### src/rtl/sim_pwr_pkg.sv
package sim_pwr_pkg;

  typedef enum logic [2:0] {
    ST_OFF  = 3'd0,
    ST_VCC  = 3'd1,
    ST_CLK  = 3'd2,
    ST_WAIT = 3'd3,
    ST_RUN  = 3'd4,
    ST_DRST = 3'd5,
    ST_DCLK = 3'd6
  } seq_t;

  typedef struct packed {
    logic vcc;
    logic clk;
    logic rls;
  } pins_t;

  // Card pin levels owned by each sequence step.
  function automatic pins_t pins_of(seq_t s);
    pins_t p;
    p = '0;
    case (s)
      ST_VCC:  p = '{vcc: 1'b1, clk: 1'b0, rls: 1'b0};
      ST_CLK:  p = '{vcc: 1'b1, clk: 1'b1, rls: 1'b0};
      ST_WAIT: p = '{vcc: 1'b1, clk: 1'b1, rls: 1'b1};
      ST_RUN:  p = '{vcc: 1'b1, clk: 1'b1, rls: 1'b1};
      ST_DRST: p = '{vcc: 1'b1, clk: 1'b1, rls: 1'b0};
      ST_DCLK: p = '{vcc: 1'b1, clk: 1'b0, rls: 1'b0};
      default: p = '0;
    endcase
    return p;
  endfunction

  // Divisor chosen by the two-bit rate code.
  function automatic int unsigned pick_div(logic [1:0] code, int unsigned d0,
                                           int unsigned d1, int unsigned d2,
                                           int unsigned d3);
    case (code)
      2'd0:    return d0;
      2'd1:    return d1;
      2'd2:    return d2;
      default: return d3;
    endcase
  endfunction

  function automatic int unsigned max4(int unsigned a, int unsigned b,
                                       int unsigned c, int unsigned d);
    int unsigned m;
    m = a;
    if (b > m) m = b;
    if (c > m) m = c;
    if (d > m) m = d;
    return m;
  endfunction

endpackage

### src/rtl/sim_atr_timer.sv
module sim_atr_timer #(
  parameter int unsigned ATR_LIMIT = 40000
) (
  input  logic clk,
  input  logic rst_n,
  input  logic armed,
  input  logic tick,
  output logic expire
);
  localparam int unsigned CW = $clog2(ATR_LIMIT + 1);
  localparam logic [CW-1:0] LAST = CW'(ATR_LIMIT - 1);

  logic [CW-1:0] cnt_q;

  always_ff @(posedge clk or negedge rst_n) begin
    if (!rst_n)      cnt_q <= '0;
    else if (!armed) cnt_q <= '0;
    else if (tick)   cnt_q <= cnt_q + 1'b1;
  end

  assign expire = armed && tick && (cnt_q == LAST);
endmodule

### src/rtl/sim_class_sel.sv
module sim_class_sel (
  input  logic clk,
  input  logic rst_n,
  input  logic batt_ok,
  input  logic idle_empty,
  input  logic timeout_evt,
  input  logic down_done,
  output logic sel_hi,
  output logic err
);
  logic fail_q, sel_q, err_q;

  always_ff @(posedge clk or negedge rst_n) begin
    if (!rst_n) begin
      fail_q <= 1'b0;
      sel_q  <= 1'b0;
      err_q  <= 1'b0;
    end else if (!batt_ok || idle_empty) begin
      fail_q <= 1'b0;
      sel_q  <= 1'b0;
      err_q  <= 1'b0;
    end else begin
      if (timeout_evt) fail_q <= 1'b1;
      if (down_done && fail_q) begin
        fail_q <= 1'b0;
        if (sel_q) begin
          err_q <= 1'b1;
          sel_q <= 1'b0;
        end else begin
          sel_q <= 1'b1;
        end
      end
    end
  end

  assign sel_hi = sel_q;
  assign err    = err_q;
endmodule

### src/rtl/sim_seq_fsm.sv
module sim_seq_fsm
  import sim_pwr_pkg::*;
(
  input  logic clk,
  input  logic rst_n,
  input  logic batt_ok,
  input  logic card_in,
  input  logic tick,
  input  logic atr_stb,
  input  logic expire,
  input  logic err,
  output seq_t state,
  output logic timeout_evt,
  output logic down_done,
  output logic idle_empty
);
  seq_t st_q, st_d;

  always_comb begin
    st_d = st_q;
    case (st_q)
      ST_OFF:  if (tick && card_in && !err) st_d = ST_VCC;
      ST_VCC:  if (tick) st_d = ST_CLK;
      ST_CLK:  if (tick) st_d = ST_WAIT;
      ST_WAIT: begin
        if (tick && !card_in) st_d = ST_DRST;
        else if (atr_stb)     st_d = ST_RUN;
        else if (expire)      st_d = ST_DRST;
      end
      ST_RUN:  if (tick && !card_in) st_d = ST_DRST;
      ST_DRST: if (tick) st_d = ST_DCLK;
      ST_DCLK: if (tick) st_d = ST_OFF;
      default: st_d = ST_OFF;
    endcase
  end

  always_ff @(posedge clk or negedge rst_n) begin
    if (!rst_n)       st_q <= ST_OFF;
    else if (!batt_ok) st_q <= ST_OFF;
    else              st_q <= st_d;
  end

  assign state       = st_q;
  assign timeout_evt = (st_q == ST_WAIT) && card_in && !atr_stb && expire;
  assign down_done   = (st_q == ST_DCLK) && tick;
  assign idle_empty  = (st_q == ST_OFF) && !card_in;
endmodule

### src/rtl/sim_rate_div.sv
module sim_rate_div
  import sim_pwr_pkg::*;
#(
  parameter int unsigned DIV_0 = 372,
  parameter int unsigned DIV_1 = 64,
  parameter int unsigned DIV_2 = 32,
  parameter int unsigned DIV_3 = 16
) (
  input  logic       clk,
  input  logic       rst_n,
  input  logic       gate,
  input  logic       tick,
  input  logic [1:0] code,
  output logic       bit_tick
);
  localparam int unsigned DMAX = max4(DIV_0, DIV_1, DIV_2, DIV_3);
  localparam int unsigned CW   = $clog2(DMAX + 1);

  logic [CW-1:0] cnt_q;
  logic [CW-1:0] last;
  logic          wrap;
  logic          tick_q;

  assign last = CW'(pick_div(code, DIV_0, DIV_1, DIV_2, DIV_3) - 1);
  assign wrap = cnt_q >= last;

  always_ff @(posedge clk or negedge rst_n) begin
    if (!rst_n) begin
      cnt_q  <= '0;
      tick_q <= 1'b0;
    end else begin
      tick_q <= gate && tick && wrap;
      if (!gate)     cnt_q <= '0;
      else if (tick) cnt_q <= wrap ? '0 : cnt_q + 1'b1;
    end
  end

  assign bit_tick = tick_q;
endmodule

### src/rtl/sim_pwr_ctrl.sv
module sim_pwr_ctrl
  import sim_pwr_pkg::*;
#(
  parameter int unsigned ATR_LIMIT = 40000,
  parameter int unsigned DIV_0     = 372,
  parameter int unsigned DIV_1     = 64,
  parameter int unsigned DIV_2     = 32,
  parameter int unsigned DIV_3     = 16
) (
  input  logic       clk,
  input  logic       rst_n,
  input  logic       batt_present,
  input  logic       card_present,
  input  logic       atr_seen,
  input  logic       cclk_en,
  input  logic [1:0] rate_code,
  output logic       sup_en,
  output logic       sel_3v0,
  output logic       card_rst_n,
  output logic       cclk_gate,
  output logic       bit_tick,
  output logic       card_err
);
  seq_t  state;
  pins_t pins;
  logic  expire, timeout_evt, down_done, idle_empty, err, sel_hi;

  sim_atr_timer #(.ATR_LIMIT(ATR_LIMIT)) u_timer (
    .clk(clk), .rst_n(rst_n), .armed(state == ST_WAIT),
    .tick(cclk_en), .expire(expire)
  );

  sim_seq_fsm u_fsm (
    .clk(clk), .rst_n(rst_n), .batt_ok(batt_present), .card_in(card_present),
    .tick(cclk_en), .atr_stb(atr_seen), .expire(expire), .err(err),
    .state(state), .timeout_evt(timeout_evt), .down_done(down_done),
    .idle_empty(idle_empty)
  );

  sim_class_sel u_class (
    .clk(clk), .rst_n(rst_n), .batt_ok(batt_present), .idle_empty(idle_empty),
    .timeout_evt(timeout_evt), .down_done(down_done),
    .sel_hi(sel_hi), .err(err)
  );

  assign pins = pins_of(state);

  sim_rate_div #(.DIV_0(DIV_0), .DIV_1(DIV_1), .DIV_2(DIV_2), .DIV_3(DIV_3)) u_div (
    .clk(clk), .rst_n(rst_n), .gate(pins.clk), .tick(cclk_en),
    .code(rate_code), .bit_tick(bit_tick)
  );

  assign sup_en     = pins.vcc;
  assign cclk_gate  = pins.clk;
  assign card_rst_n = pins.rls;
  assign sel_3v0    = sel_hi;
  assign card_err   = err;
endmodule

### config.mk
export PLATFORM = sky130hd
export DESIGN_NAME = sim_pwr_ctrl
export DESIGN_NICKNAME = d
export VERILOG_FILES = /design/src/rtl/sim_pwr_pkg.sv /design/src/rtl/sim_atr_timer.sv /design/src/rtl/sim_class_sel.sv /design/src/rtl/sim_seq_fsm.sv /design/src/rtl/sim_rate_div.sv /design/src/rtl/sim_pwr_ctrl.sv
export SDC_FILE = /design/constraint.sdc
export NUM_CORES = 1
export LEC_CHECK = 0
export ABC_CLOCK_PERIOD_IN_PS = 5600
export BUFFER_PORTS_ARGS = -buffer_cell sky130_fd_sc_hd__buf_4
export CAP_MARGIN = 30
export CELL_PAD_IN_SITES_DETAIL_PLACEMENT = 1
export CELL_PAD_IN_SITES_GLOBAL_PLACEMENT = 1
export CORE_MARGIN = 4
export CORE_UTILIZATION = 40
export CTS_CLUSTER_DIAMETER = 30
export DETAILED_ROUTE_END_ITERATION = 10
export GPL_TIMING_DRIVEN = 1
export PLACE_DENSITY = 0.72
export SLEW_MARGIN = 20
export SYNTH_ARGS = -nofsm -noshare
export SYNTH_HDL_FRONTEND = slang
export SYNTH_HIERARCHICAL = 1
export SYNTH_SLANG_ARGS = --single-unit
### constraint.sdc
create_clock -name clk -period 5.6 [get_ports clk]
set_input_delay 0.84 -clock clk [delete_from_list [all_inputs] [get_ports clk]]
set_output_delay 0.84 -clock clk [all_outputs]
set_load 0.05 [all_outputs]
==> impl_metrics.yaml <==
status:
  status: "finished, final reports clean"
detailed_routing:
  dr.pass1.iters: 4
  drt_iter0_drc: 116
  vias_per_cell: 5.63
  via_count: 1785
  drcViolationCount: 0
  wl_um: 4810
  wl_per_cell_um: 15.2
  ant_nets: 0
power_and_ir_drop:
  pwr_density_cell_mw_per_mm2: 200
  power.leakage_nw: 0.953
  ir_drop_mv: 0.116
worst_setup_path:
  r2r-end: "u_fsm/state[0]"
  critPathMaxStageDelay_ps: 620
  crit_path_top_delay_cell: "dfrtp_1"
  critPathCaptureType: "output pin"
  worstPathMaxFanout: 16
  rrSetupSlack_ps: 3140
  cp-start-kind: "flop"
  crit_required_ps: 4760
  cp.arrival_ps: 1850
  r2r_cells: 8
  r2r-start: "u_fsm/state[0]"
  worstSetupPathType: "flop to output pin"
  crit_start: "u_fsm/state[0]"
  path_cells: "and3b_1, or2_1, buf_4"
clocking:
  cts_tree: "done"
  clk_latency_ps: 280
  cts_sinks: 32
  numCtsBuffers: 5
  clkTransAtPathRegs_ps: 70
  cts-resized-gates: 0
  htree_num_levels: 2
  postCtsSetupBuffers: 0
  ctsHoldBuffers: 0
  clockBufferDepth: 2
  root_buffer: "clkbuf_8"
timing:
  slew_violations: 0
  min_period_ps: 2690
  fmaxAchievable_ghz: 0.372
  fin_setup_tns_ps: 0
  rsz0062_at_grt: "false"
  setup_viol: 0
  tightestPinTransition_ps: 532
  hold_viol: 0
  slew_headroom: 0.645
  fin_crit_sh: 0.480
  skew_ps: 7.97
layout:
  area_growth_pct: 10.8
  final_nets: 265
  antennaDiodeCount: 0
  final_util: 0.461
  drive_above_1_share: 0.158
floorplan:
  num_rows: 26
  ios: 14
  chipWidth_um: 81.1
  core_area_mm2: 0.00514
  initial_core_util: 0.416
  die_h_um: 81.1
  die_area_mm2: 0.00658
logic_synthesis:
  synth_edf_count: 0
  synth_area_mm2: 0.00214
  yosysUniqueCellTypes: 57
  yosysMostFrequentCell: "dfrtp_1"
  ys_top_cells_by_count: "32 x dfrtp_1, 25 x nand2_1, 14 x a21oi_1"
  synth_fp_nets: 253
  ys.flop_type: "dfrtp_1"
  synthArstFlopShare: 1.00
  yosysTopAreaCellShare: 0.375
  ys.warnings.count: 6
  ys_seq_area_frac: 0.375
  synth_area_per_cell_um2: 9.13
  synthCells: 234
  yosys-top-cells-area: "dfrtp_1 37%, ha_1 6.4%, nand2_1 4.4%, mux2i_1 4.2%, a21oi_1 3.3%"
  yosys.area.top_type: "dfrtp_1"
  ys_ff_latch: 32
worst_hold_path:
  hold_class: "input port to asynchronous set/reset pin"
place:
  numPortBuffers: 13
  gp_congestion: 0.744
  dp_hpwl_um: 3390
global_route:
  grt_pass1_vias: 1766
  grt_antenna_before_repair: 0
  grt_pass1_wl_um: 8310
  overflow: 0
  grt_max_degree: 33
  grtUsageTotal: 0.160
job:
  max_cap_viol_count: 0
==> routing by layer <==
layer	up-vias	wire length, um	track usage
met3	5	185	0.0333
met2	35	2260	0.255
met5	-	0	0
li1	871	-	-
met4	0	38	0.0473
met1	874	2330	0.219
==> how the worst max path moves through the flow <==
| stage | endpoint | slack, ps | depth (start not counted) |
|---|---|---|---|
| final | card_rst_n | 2910 | 3 |
| after global routing | card_rst_n | 2780 | 3 |
| after CTS | card_rst_n | 2910 | 3 |
| after detailed placement | u_div/cnt_q[3] | 2700 | 10 |
| after global placement | u_div/cnt_q[3] | 2800 | 10 |
| after floorplan | u_fsm/state[0] | 3060 | 9 |
==> cell families (layout without fill, tap and decap cells) <==
kind of cell | Yosys count | count (layout) | synth area share
flip-flops | 32 | 32 | 0.375
other | 1 | 1 | 0.00175
AND/OR/NAND/NOR | 109 | 109 | 0.310
multiplexers | 9 | 9 | 0.0422
XOR/XNOR | 6 | 6 | 0.0246
adder cells (fa/ha/maj) | 11 | 11 | 0.0644
buffers and inverters | 22 | 35 | 0.0462
AO/OA/AOI/OAI | 44 | 44 | 0.136
==> stage by stage <==
stage	area, um2	hold slack, ps	std cells	power [mW]	setup slack [ps]
3_5_place_dp	2280	523	309	0.300	2700
3_3_place_gp	2280	520	309	0.300	2800
6_report	2370	487	317	0.472	2910
5_1_grt	2370	514	317	0.499	2780
4_1_cts	2370	507	317	0.479	2910
2_1_floorplan	2140	506	234	0.280	3060
==> final cells by class <==
type,count,area (um2)
clock buffer,5,68.8
inverter,13,48.8
sequential,32,801
fill,649,2770
timing repair buffer,14,105
tap,70,87.6
clock inverter,3,18.8
multi-input combinational,180,1240
==> registers in the layout (all words and copies together) (netlist names) <==
register and count:
u_class/err 1, u_div/bit_tick 1, u_class/fail_q 1, u_div/cnt_q 9, u_timer/cnt_q 16, u_fsm/state 3, u_class/sel_hi 1
==> report_power, final <==
| group | internal (mW) | total, mW | switching, mW |
|---|---|---|---|
| Sequential | 0.233 | 0.241 | 0.00740 |
| Combinational | 0.0197 | 0.0545 | 0.0348 |
| Clock | 0.0866 | 0.177 | 0.0908 |
==> critical path: cells and delay by family (launching register included) <==
kind / cells / cell delay [ps]
simple gates: 2 / 750
flops: 1 / 620
buf+inv: 1 / 190
==> cell usage in the layout (no fill, tap or decap), types with 4 or more instances in the layout <==
| master | Yosys | routed |
|---|---|---|
| ha_1 | 11 | 11 |
| nor2_1 | 11 | 11 |
| buf_4 | 1 | 14 |
| xor2_1 | 4 | 4 |
| clkbuf_8 | 0 | 5 |
| dfrtp_1 | 32 | 32 |
| nor4_1 | 7 | 7 |
| nand2_1 | 25 | 25 |
| mux2i_1 | 9 | 9 |
| inv_1 | 11 | 11 |
| nand2b_1 | 11 | 11 |
| o21a_1 | 6 | 6 |
| nand3_1 | 6 | 6 |
| nand4_1 | 8 | 8 |
| o21ai_0 | 7 | 7 |
| nor2b_1 | 4 | 4 |
| a21oi_1 | 14 | 14 |
Note: power is estimated with default switching activity, not from simulation.
